==> src/rtl/lockctl_pkg.sv <==
package lockctl_pkg;

  localparam int LANES = 4;

  typedef enum logic [1:0] {
    LS_PWRDN  = 2'd0,
    LS_ACQ_M  = 2'd1,
    LS_ACQ_S  = 2'd2,
    LS_LOCKED = 2'd3
  } lk_state_e;

  // consecutive-run update, saturating at the limit
  function automatic int run_step(input int cur, input logic mark, input int limit);
    if (!mark) return 0;
    if (cur + 1 > limit) return limit;
    return cur + 1;
  endfunction

  // true when the run reaches the limit with this tick
  function automatic logic run_done(input int cur, input logic mark, input int limit);
    return mark && (cur + 1 >= limit);
  endfunction

  // frame window count, saturating one past the window
  function automatic int win_step(input int cur, input int win);
    if (cur >= win + 1) return win + 1;
    return cur + 1;
  endfunction

  function automatic logic [LANES-1:0] active_set(input logic quad);
    return quad ? 4'b1111 : 4'b0011;
  endfunction

endpackage

==> src/rtl/lane_run_ctr.sv <==
module lane_run_ctr
  import lockctl_pkg::*;
#(
  parameter int LIMIT = 8
) (
  input  logic clk,
  input  logic rst_n,
  input  logic en,
  input  logic tick,
  input  logic mark,
  output logic done_nxt
);

  localparam int CW = $clog2(LIMIT + 1);

  logic [CW-1:0] run_q;

  always_ff @(posedge clk or negedge rst_n) begin
    if (!rst_n)      run_q <= '0;
    else if (!en)    run_q <= '0;
    else if (tick)   run_q <= CW'(run_step(int'(run_q), mark, LIMIT));
  end

  assign done_nxt = en && tick && run_done(int'(run_q), mark, LIMIT);


  run_bound_chk: assert property (@(posedge clk) disable iff (!rst_n)
    int'(run_q) <= LIMIT);


  run_clear_chk: assert property (@(posedge clk) disable iff (!rst_n)
    !en |=> (run_q == '0));

endmodule

==> src/rtl/lock_fsm.sv <==
module lock_fsm
  import lockctl_pkg::*;
#(
  parameter int QUAD_WIN = 16
) (
  input  logic             clk,
  input  logic             rst_n,
  input  logic             pwr_dn,
  input  logic             tick,
  input  logic [LANES-1:0] lane_mark,
  input  logic [LANES-1:0] done_nxt,
  output lk_state_e        state_q,
  output logic [LANES-1:0] lane_en,
  output logic             quad_q,
  output logic             lock_o,
  output logic             ev_fail,
  output logic             ev_lock_enter
);

  localparam int WW = $clog2(QUAD_WIN + 2);

  lk_state_e       state_d;
  logic [WW-1:0]   win_q;
  logic            qseen_q;
  int              win_nx;
  logic            in_win, win_over, quad_hit, qseen_nx, sec_ready, miss_act;

  always_comb begin
    win_nx    = win_step(int'(win_q), QUAD_WIN);
    in_win    = (win_nx <= QUAD_WIN);
    win_over  = (win_nx >= QUAD_WIN);
    quad_hit  = done_nxt[2] && done_nxt[3] && in_win;
    qseen_nx  = qseen_q || quad_hit;
    sec_ready = done_nxt[1] && (qseen_nx ? (done_nxt[2] && done_nxt[3]) : win_over);
    miss_act  = tick && (|(active_set(quad_q) & ~lane_mark));
  end

  assign ev_lock_enter = (state_q == LS_ACQ_S) && tick && lane_mark[0] && sec_ready;
  assign ev_fail = ((state_q == LS_ACQ_S) && tick && !lane_mark[0]) ||
                   ((state_q == LS_LOCKED) && miss_act);

  always_comb begin
    state_d = state_q;
    unique case (state_q)
      LS_PWRDN:  state_d = LS_ACQ_M;
      LS_ACQ_M:  if (done_nxt[0]) state_d = LS_ACQ_S;
      LS_ACQ_S: begin
        if (tick && !lane_mark[0]) state_d = LS_ACQ_M;
        else if (ev_lock_enter)    state_d = LS_LOCKED;
      end
      LS_LOCKED: if (miss_act) state_d = LS_ACQ_M;
      default:   state_d = LS_PWRDN;
    endcase
    if (pwr_dn) state_d = LS_PWRDN;
  end

  always_comb begin
    lane_en    = '0;
    lane_en[0] = (state_q == LS_ACQ_M);
    for (int l = 1; l < LANES; l++) lane_en[l] = (state_q == LS_ACQ_S);
  end

  assign lock_o = (state_q == LS_LOCKED) && !pwr_dn && !miss_act;

  always_ff @(posedge clk or negedge rst_n) begin
    if (!rst_n) begin
      state_q <= LS_PWRDN;
      win_q   <= '0;
      qseen_q <= 1'b0;
      quad_q  <= 1'b0;
    end else begin
      state_q <= state_d;
      if (state_q != LS_ACQ_S) begin
        win_q   <= '0;
        qseen_q <= 1'b0;
      end else if (tick) begin
        win_q   <= WW'(win_nx);
        qseen_q <= qseen_nx;
      end
      if (state_q == LS_PWRDN)             quad_q <= 1'b0;
      else if (ev_lock_enter && !pwr_dn)   quad_q <= qseen_nx;
    end
  end


  master_drop_chk: assert property (@(posedge clk) disable iff (!rst_n)
    ((state_q == LS_ACQ_S) && tick && !lane_mark[0] && !pwr_dn) |=> (state_q == LS_ACQ_M));


  pwr_dn_state_chk: assert property (@(posedge clk) disable iff (!rst_n)
    pwr_dn |=> (state_q == LS_PWRDN));


  mode_hold_chk: assert property (@(posedge clk) disable iff (!rst_n)
    ((state_q == LS_LOCKED) && ($past(state_q) == LS_LOCKED)) |-> $stable(quad_q));


  fail_exit_chk: assert property (@(posedge clk) disable iff (!rst_n)
    (ev_fail && !pwr_dn) |=> (state_q == LS_ACQ_M));

endmodule

==> src/rtl/word_gate.sv <==
module word_gate #(
  parameter int WORD_W = 32
) (
  input  logic              lock,
  input  logic              out_en,
  input  logic              pwr_dn,
  input  logic [WORD_W-1:0] word_in,
  output logic              word_valid,
  output logic [WORD_W-1:0] word_out,
  output logic              drive_en
);

  assign word_valid = lock;
  assign word_out   = lock ? word_in : '0;
  assign drive_en   = out_en && !pwr_dn;

endmodule

==> src/rtl/lane_lock_ctrl.sv <==
module lane_lock_ctrl
  import lockctl_pkg::*;
#(
  parameter int WORD_W     = 32,
  parameter int MASTER_RUN = 8,
  parameter int SEC_RUN    = 4,
  parameter int QUAD_WIN   = 16
) (
  input  logic              clk,
  input  logic              rst_n,
  input  logic              pwr_dn,
  input  logic              out_en,
  input  logic              frame_tick,
  input  logic [LANES-1:0]  lane_mark,
  input  logic [WORD_W-1:0] rx_word,
  output logic              lock,
  output logic              quad_mode,
  output logic              word_valid,
  output logic [WORD_W-1:0] word_out,
  output logic              out_drive_en
);

  logic [LANES-1:0] lane_en;
  logic [LANES-1:0] done_nxt;
  lk_state_e        state_q;
  logic             ev_fail, ev_lock_enter;

  for (genvar g = 0; g < LANES; g++) begin : g_lane
    localparam int LIM = (g == 0) ? MASTER_RUN : SEC_RUN;
    lane_run_ctr #(.LIMIT(LIM)) u_run (
      .clk      (clk),
      .rst_n    (rst_n),
      .en       (lane_en[g]),
      .tick     (frame_tick),
      .mark     (lane_mark[g]),
      .done_nxt (done_nxt[g])
    );
  end

  lock_fsm #(.QUAD_WIN(QUAD_WIN)) u_fsm (
    .clk           (clk),
    .rst_n         (rst_n),
    .pwr_dn        (pwr_dn),
    .tick          (frame_tick),
    .lane_mark     (lane_mark),
    .done_nxt      (done_nxt),
    .state_q       (state_q),
    .lane_en       (lane_en),
    .quad_q        (quad_mode),
    .lock_o        (lock),
    .ev_fail       (ev_fail),
    .ev_lock_enter (ev_lock_enter)
  );

  word_gate #(.WORD_W(WORD_W)) u_gate (
    .lock       (lock),
    .out_en     (out_en),
    .pwr_dn     (pwr_dn),
    .word_in    (rx_word),
    .word_valid (word_valid),
    .word_out   (word_out),
    .drive_en   (out_drive_en)
  );


  miss_drop_chk: assert property (@(posedge clk) disable iff (!rst_n)
    ((state_q == LS_LOCKED) && frame_tick && !lane_mark[0]) |-> !lock);


  word_gate_chk: assert property (@(posedge clk) disable iff (!rst_n)
    !lock |-> (word_out == '0));


  pd_out_chk: assert property (@(posedge clk) disable iff (!rst_n)
    pwr_dn |-> (!lock && !out_drive_en));


  lock_rise_chk: assert property (@(posedge clk) disable iff (!rst_n)
    $rose(lock) |-> $past(ev_lock_enter));


  acq_m_chk: assert property (@(posedge clk) disable iff (!rst_n)
    (state_q == LS_ACQ_M) |-> !lock);


  drive_chk: assert property (@(posedge clk) disable iff (!rst_n)
    out_drive_en |-> out_en);


  fail_low_chk: assert property (@(posedge clk) disable iff (!rst_n)
    ev_fail |-> !lock);

endmodule

==> config.mk <==
export PLATFORM = sky130hd
export DESIGN_NAME = lane_lock_ctrl
export DESIGN_NICKNAME = d
export VERILOG_FILES = /design/src/rtl/lockctl_pkg.sv /design/src/rtl/lane_run_ctr.sv /design/src/rtl/lock_fsm.sv /design/src/rtl/word_gate.sv /design/src/rtl/lane_lock_ctrl.sv
export SDC_FILE = /design/constraint.sdc
export NUM_CORES = 1
export LEC_CHECK = 0
export ABC_AREA = 1
export CAP_MARGIN = 15
export CORE_MARGIN = 5
export CORE_UTILIZATION = 39
export CTS_BUF_LIST = sky130_fd_sc_hd__clkbuf_4 sky130_fd_sc_hd__clkbuf_8
export CTS_CLUSTER_DIAMETER = 40
export DETAILED_ROUTE_END_ITERATION = 10
export PLACE_DENSITY = 0.8
export SETUP_SLACK_MARGIN = 0.05
export SLEW_MARGIN = 5
export SYNTH_ARGS = -nofsm -noshare
export SYNTH_HDL_FRONTEND = slang
export SYNTH_SLANG_ARGS = --single-unit
==> constraint.sdc <==
create_clock -name clk -period 1.49 [get_ports clk]
set_input_delay 0.3725 -clock clk [delete_from_list [all_inputs] [get_ports clk]]
set_output_delay 0.3725 -clock clk [all_outputs]
set_load 0.02 [all_outputs]
======== Yosys cells after proc, flatten, opt, wreduce, memory -nomap -nowiden ========
Index checks and enable logic that the tools add are counted.
word-level totals
  flip-flop bits (word level) ............. 22
  bits of input ports ..................... 41
  output and inout port bits .............. 36
  word-level logic and storage cells ...... 131
cells by class
  add/subtract/negate cells ............... 5
  magnitude comparators ................... 11
  eq/ne operators ......................... 9
  mux-type cells .......................... 66
  bitwise logic cells ..................... 2
  reductions and logical operators ........ 30
operators by type and width
  cell                   count
  $mux W32               2
  $mux W3                15
  $mux W1                34
  $ge A32 B6 Y1 const B  1
  $le A32 B6 Y1 const B  1
  $mux W4                6
  $logic_and A1 B1 Y1    21
  $mux W5                3
  $add A3 B1 Y4 const B  3
  $ge A4 B3 Y1 const B   3
  $gt A4 B3 Y1 const B   3
  $mux W2                5
  $pmux W2 S4            1
  $add A5 B1 Y6 const B  1
  $ne A2 B2 Y1 const B   3
  $add A4 B1 Y5 const B  1
  $ge A5 B4 Y1 const B   1
  $ge A5 B5 Y1 const B   1
  $gt A5 B4 Y1 const B   1
  $and A4 B4 Y4          1
  $eq A2 B2 Y1 const B   2
  $ne A4 B2 Y1 const B   1
  $not A4 Y4             1
  $reduce_bool A2 Y1     2
  8 further kinds        10

======== Logic depth before layout (Yosys ltp) ========
  depth after elaboration ................. 14
  gate-level depth with buffers ........... 12

======== By module ========
Synthesis repeated with hierarchy kept, for this count alone.
second synthesis, totals
  cells, all modules ...................... 302
  area, all modules ....................... 1,886.8 um^2
by module, submodules not included
  module                              times used  cells an instance  area each (um^2)
  lock_fsm                            1           99                 696.9
  lane_run_ctr (g_lane[1].u_run ...)  3           30                 207.7
  word_gate                           1           70                 289.0
  lane_run_ctr (g_lane[0].u_run)      1           43                 277.8

======== Least setup slack after synthesis ========
OpenSTA, ideal clock, no wires.
  path kind ............................... register to output
  start point ............................. register u_fsm.quad_q
  end point ............................... output word_valid
  arrival ................................. 1,433 ps
  data required time ...................... 1,118 ps
  slack ................................... -316 ps
  stages on the path, launching flop included .. 8
  cells stage by stage .................... dfrtp_1 -> inv_1 -> a21oi_1 -> o21ai_0 -> nand3_2 -> buf_2 -> inv_1 -> buf_4
between the ends
  word-level cells in the longest chain between the ends .. 6
RTL lines
  element                 RTL line              source
  from (decl)             lock_fsm.sv:14        output logic quad_q,
  from (signal assigned)  lock_fsm.sv:81        else if (ev_lock_enter && !pwr_dn) quad_q <= qseen_nx;
  $mux W4                 lockctl_pkg.sv:31     return quad ? 4'b1111 : 4'b0011;
  $and A4 B4 Y4           lock_fsm.sv:35        miss_act = tick && (|(active_set(quad_q) & ~lane_mark));
  $reduce_or A4 Y1        lock_fsm.sv:35
  $logic_and A1 B1 Y1     lock_fsm.sv:35
  $logic_not A1 Y1        lock_fsm.sv:63        assign lock_o = (state_q == LS_LOCKED) && !pwr_dn && !miss_act;
  $logic_and A1 B1 Y1     lock_fsm.sv:63
  to (decl)               lane_lock_ctrl.sv:18  output logic word_valid,
No other way between the ends.

======== Worst setup path in the final report ========
  start point ............................. register u_fsm.quad_q
  end point ............................... output word_out[17]
between the ends
  word-level cells in the longest chain between the ends .. 7
RTL lines
  element              RTL line              source
  $mux W4              lockctl_pkg.sv:31
  $and A4 B4 Y4        lock_fsm.sv:35
  $reduce_or A4 Y1     lock_fsm.sv:35
  $logic_and A1 B1 Y1  lock_fsm.sv:35
  $logic_not A1 Y1     lock_fsm.sv:63
  $logic_and A1 B1 Y1  lock_fsm.sv:63
  $mux W32             word_gate.sv:14       assign word_out = lock ? word_in : '0;
  to (decl)            lane_lock_ctrl.sv:19  output logic [WORD_W-1:0] word_out,
No other way between the ends.

==> flow_summary.toml <==
[logic_synthesis]
synthTopCellsByArea = "dfrtp_1 33%, inv_1 14%, nor2_1 9.9%"
synth-xor-area-share_pct = 1.57
synth_top_family_by_area = "simple AND/OR/NAND/NOR gates"
ys_types = 24
synth_fa_ha_area_share_pct = 8.21
yosysWarnings = 0
ys_ff_latch = 22
yosys.area.top_type_share_pct = 32.8
synth_simple_gate_area_share_pct = 33.2
synth-seq-area-share_pct = 32.8
synth.largest_area_cell = "dfrtp_1"
synth.avg_cell_area_um2 = 6.71
syn_inst = 250
syn_area_um2 = 1680
synth_nets = 302
synth_compound_area_share_pct = 8.21
muxShareOfSynthArea_pct = 0

[finish]
syn_to_final_growth_pct = 114
layout_commonest_cell = "inv_1"
fillers = 185
finalNetCount = 433
n_antenna_cell = 0
mostFrequentLayoutCells = "57 x inv_1, 43 x buf_6, 38 x buf_4"
drive_gt1_share_pct = 45.5
final_area_um2 = 3590

[setup_path]
crit_start = "u_fsm.quad_q$_DFFE_PN0P_"
reg2reg_slack_ns = -0.34
slowest_delay_ns = 0.43
worstSetupPathType = "reg -> out"
r2r_end = "u_fsm.quad_q$_DFFE_PN0P_"
worstPathRequired_ns = 1.12
slowest_stage = "dfrtp_2"
endpoint = "word_out[17]"
cp.arrival_ns = 1.66
path_depth = 8
r2r_start = "u_fsm.state_q[0]$_DFFE_PN0P_"
crit_chain = "inv_2, a21oi_2, o21ai_2, nand3_4, buf_8, buf_16, nor2_4, buf_6"
crit_family = "buffers and inverters"
path_buf_inv = 4
start_kind = "register"
ff2ff_path_depth = 12
end_kind = "output port"
crit_fanout = 6

[clock_network]
numCtsBuffers = 3
ctsHtreeMaxLevel = 1
cts_sinks = 22
clk_latency_ns = 0.28
cts_tree = "built"
clkTransAtPathRegs_ns = 0.09
max-clock-path-buffers = 2
cts_root_buf = "clkbuf_8"

[pwr]
p_clk_share_pct = 19.4
p_leak_nw = 1.81
p_comb_share_pct = 52.2
p_total_mw = 2.40
net-switching-power_mw = 0.928
power.density_nw_per_um2 = 670
irDropWorstVdd_uv = 522
power.share.sequential_pct = 28.4
power.share.switching_pct = 38.6
internal-power_mw = 1.48

[timing]
max_freq_mhz = 492
tns_ns = -18.56
maxSlewViolCount = 0
relSlewSlack_pct = 83.9
min_period_ns = 2.03
finClkSkew_ns = 0.00862
rsz0062_at_grt = "true"
post-route-period-util_pct = 136
finalSetupViolations = 38
hold_viol = 0
worst_pin_slew_ns = 0.240
setup_slack_ns = -0.543

[global_routing]
grt_pass1_wl_um = 11000
grt_use_total_pct = 25.4
grt-ovfl-total = 0
antenna_found_initial = 0
grt_pass1_vias = 2307
grt_max_degree = 13

[detailed_routing]
dr.pass1.iters = 5
wl_um = 8510
drtIter0Drc = 132
drc = 0
via_per_inst = 5.44
wl_per_cell_um = 19.8
vias = 2341
ant_nets = 0

[floorplan]
start_util_pct = 41.0
die_w_um = 75.6
die_area_um2 = 5710
die_h_um = 75.6
core_um2 = 4090
num_io_pins = 77
num_rows = 23

[worst_hold_path]
min_path_type = "in -> async"

[place]
pre_cts_ws_ns = -1.13
hpwlAfterDp_um = 4280
gp_congestion = 0.835
place_area_um2 = 2920
port_buffers = 76

[flow_run]
cap_violations = 0

[outcome]
outcome = "complete, but fails checks"
violations = "setup timing"
==> power groups by stage <==
stage,Sequential (mW),Combinational (mW),Clock (mW)
2_1_floorplan,0.686,0.403,0
3_3_place_gp,0.678,0.761,0
3_5_place_dp,0.682,0.782,0
4_1_cts,0.671,0.910,0.455
5_1_grt,0.685,1.32,0.498
6_report,0.682,1.25,0.467
==> Yosys cell counts, drive strengths merged <==
| master | instances |
|---|---|
| nor2 | 47 |
| xor2 | 2 |
| o21a | 2 |
| nand3 | 29 |
| buf | 5 |
| ha | 11 |
| o32ai | 1 |
| nand4 | 6 |
| a21oi | 2 |
| o21ai | 16 |
| xnor2 | 1 |
| o31ai | 1 |
| o22ai | 2 |
| nand2 | 39 |
| dfrtp | 22 |
| inv | 64 |
==> per-layer routing <==
layer | wire (um) | share of wire, % | track usage (%)
met1 | 2810 | 33 | 27.3
met3 | 661 | 7.8 | 5.15
met5 | 0 | 0 | 0
met2 | 4570 | 54 | 48.1
met4 | 458 | 5.4 | 9.71
==> timing repair <==
| action | in CTS | in global routing |
|---|---|---|
| setup endpoints to repair | 51 | 54 |
| hold buffers | 0 | 0 |
| endpoints found under the hold margin | 0 | 0 |
| setup buffers | 7 | 14 |
| cloned | 4 | 0 |
| resized for setup | 254 | 61 |
| pin swaps | 4 | 19 |
==> worst min path at each step <==
stage	to	slack, ns	cells after the start
2_1_floorplan	g_lane[0].u_run.run_q[0]$_DFFE_PN0P_	0.08	0
3_3_place_gp	u_fsm.qseen_q$_DFFE_PN0P_	0.48	2
3_5_place_dp	u_fsm.qseen_q$_DFFE_PN0P_	0.49	2
4_1_cts	g_lane[1].u_run.run_q[0]$_DFFE_PN0P_	0.45	2
5_1_grt	u_fsm.quad_q$_DFFE_PN0P_	0.48	2
6_report	u_fsm.state_q[1]$_DFFE_PN0P_	0.47	2
==> final cells by class <==
type / instances / area (um^2) / area share (%)
Clock buffer: 4 / 55.1 / 1.53
Timing Repair Buffer: 131 / 1380 / 38.5
Multi-Input combinational cell: 159 / 1280 / 35.7
Tap cell: 50 / 62.6 / 1.74
Sequential cell: 22 / 553 / 15.4
Inverter: 64 / 255 / 7.11
==> registers in the layout, summed over array words and instances, names as in the netlist <==
register,flops
g_lane.u_run.run_q,13
u_fsm.qseen_q,1
u_fsm.quad_q,1
u_fsm.state_q,2
u_fsm.win_q,5
==> kinds of logic (layout without fill, tap and decap cells) <==
kind of cell,Yosys count,count (layout)
flops,22,22
simple gates,121,121
buf+inv,69,199
xor+xnor,3,3
compound gates,24,24
fa+ha+maj,11,11
==> per-stage QoR <==
stage | cells | hold slack [ns] | util, %
detailed placement | 403 | 0.489 | 71.5
floorplan | 250 | 0.0769 | -
global route | 430 | 0.485 | 87.8
global placement | 403 | 0.477 | 71.5
finish | 430 | 0.466 | 87.8
CTS | 418 | 0.447 | 80.5
No activity file was read; power rests on OpenSTA's default activity.
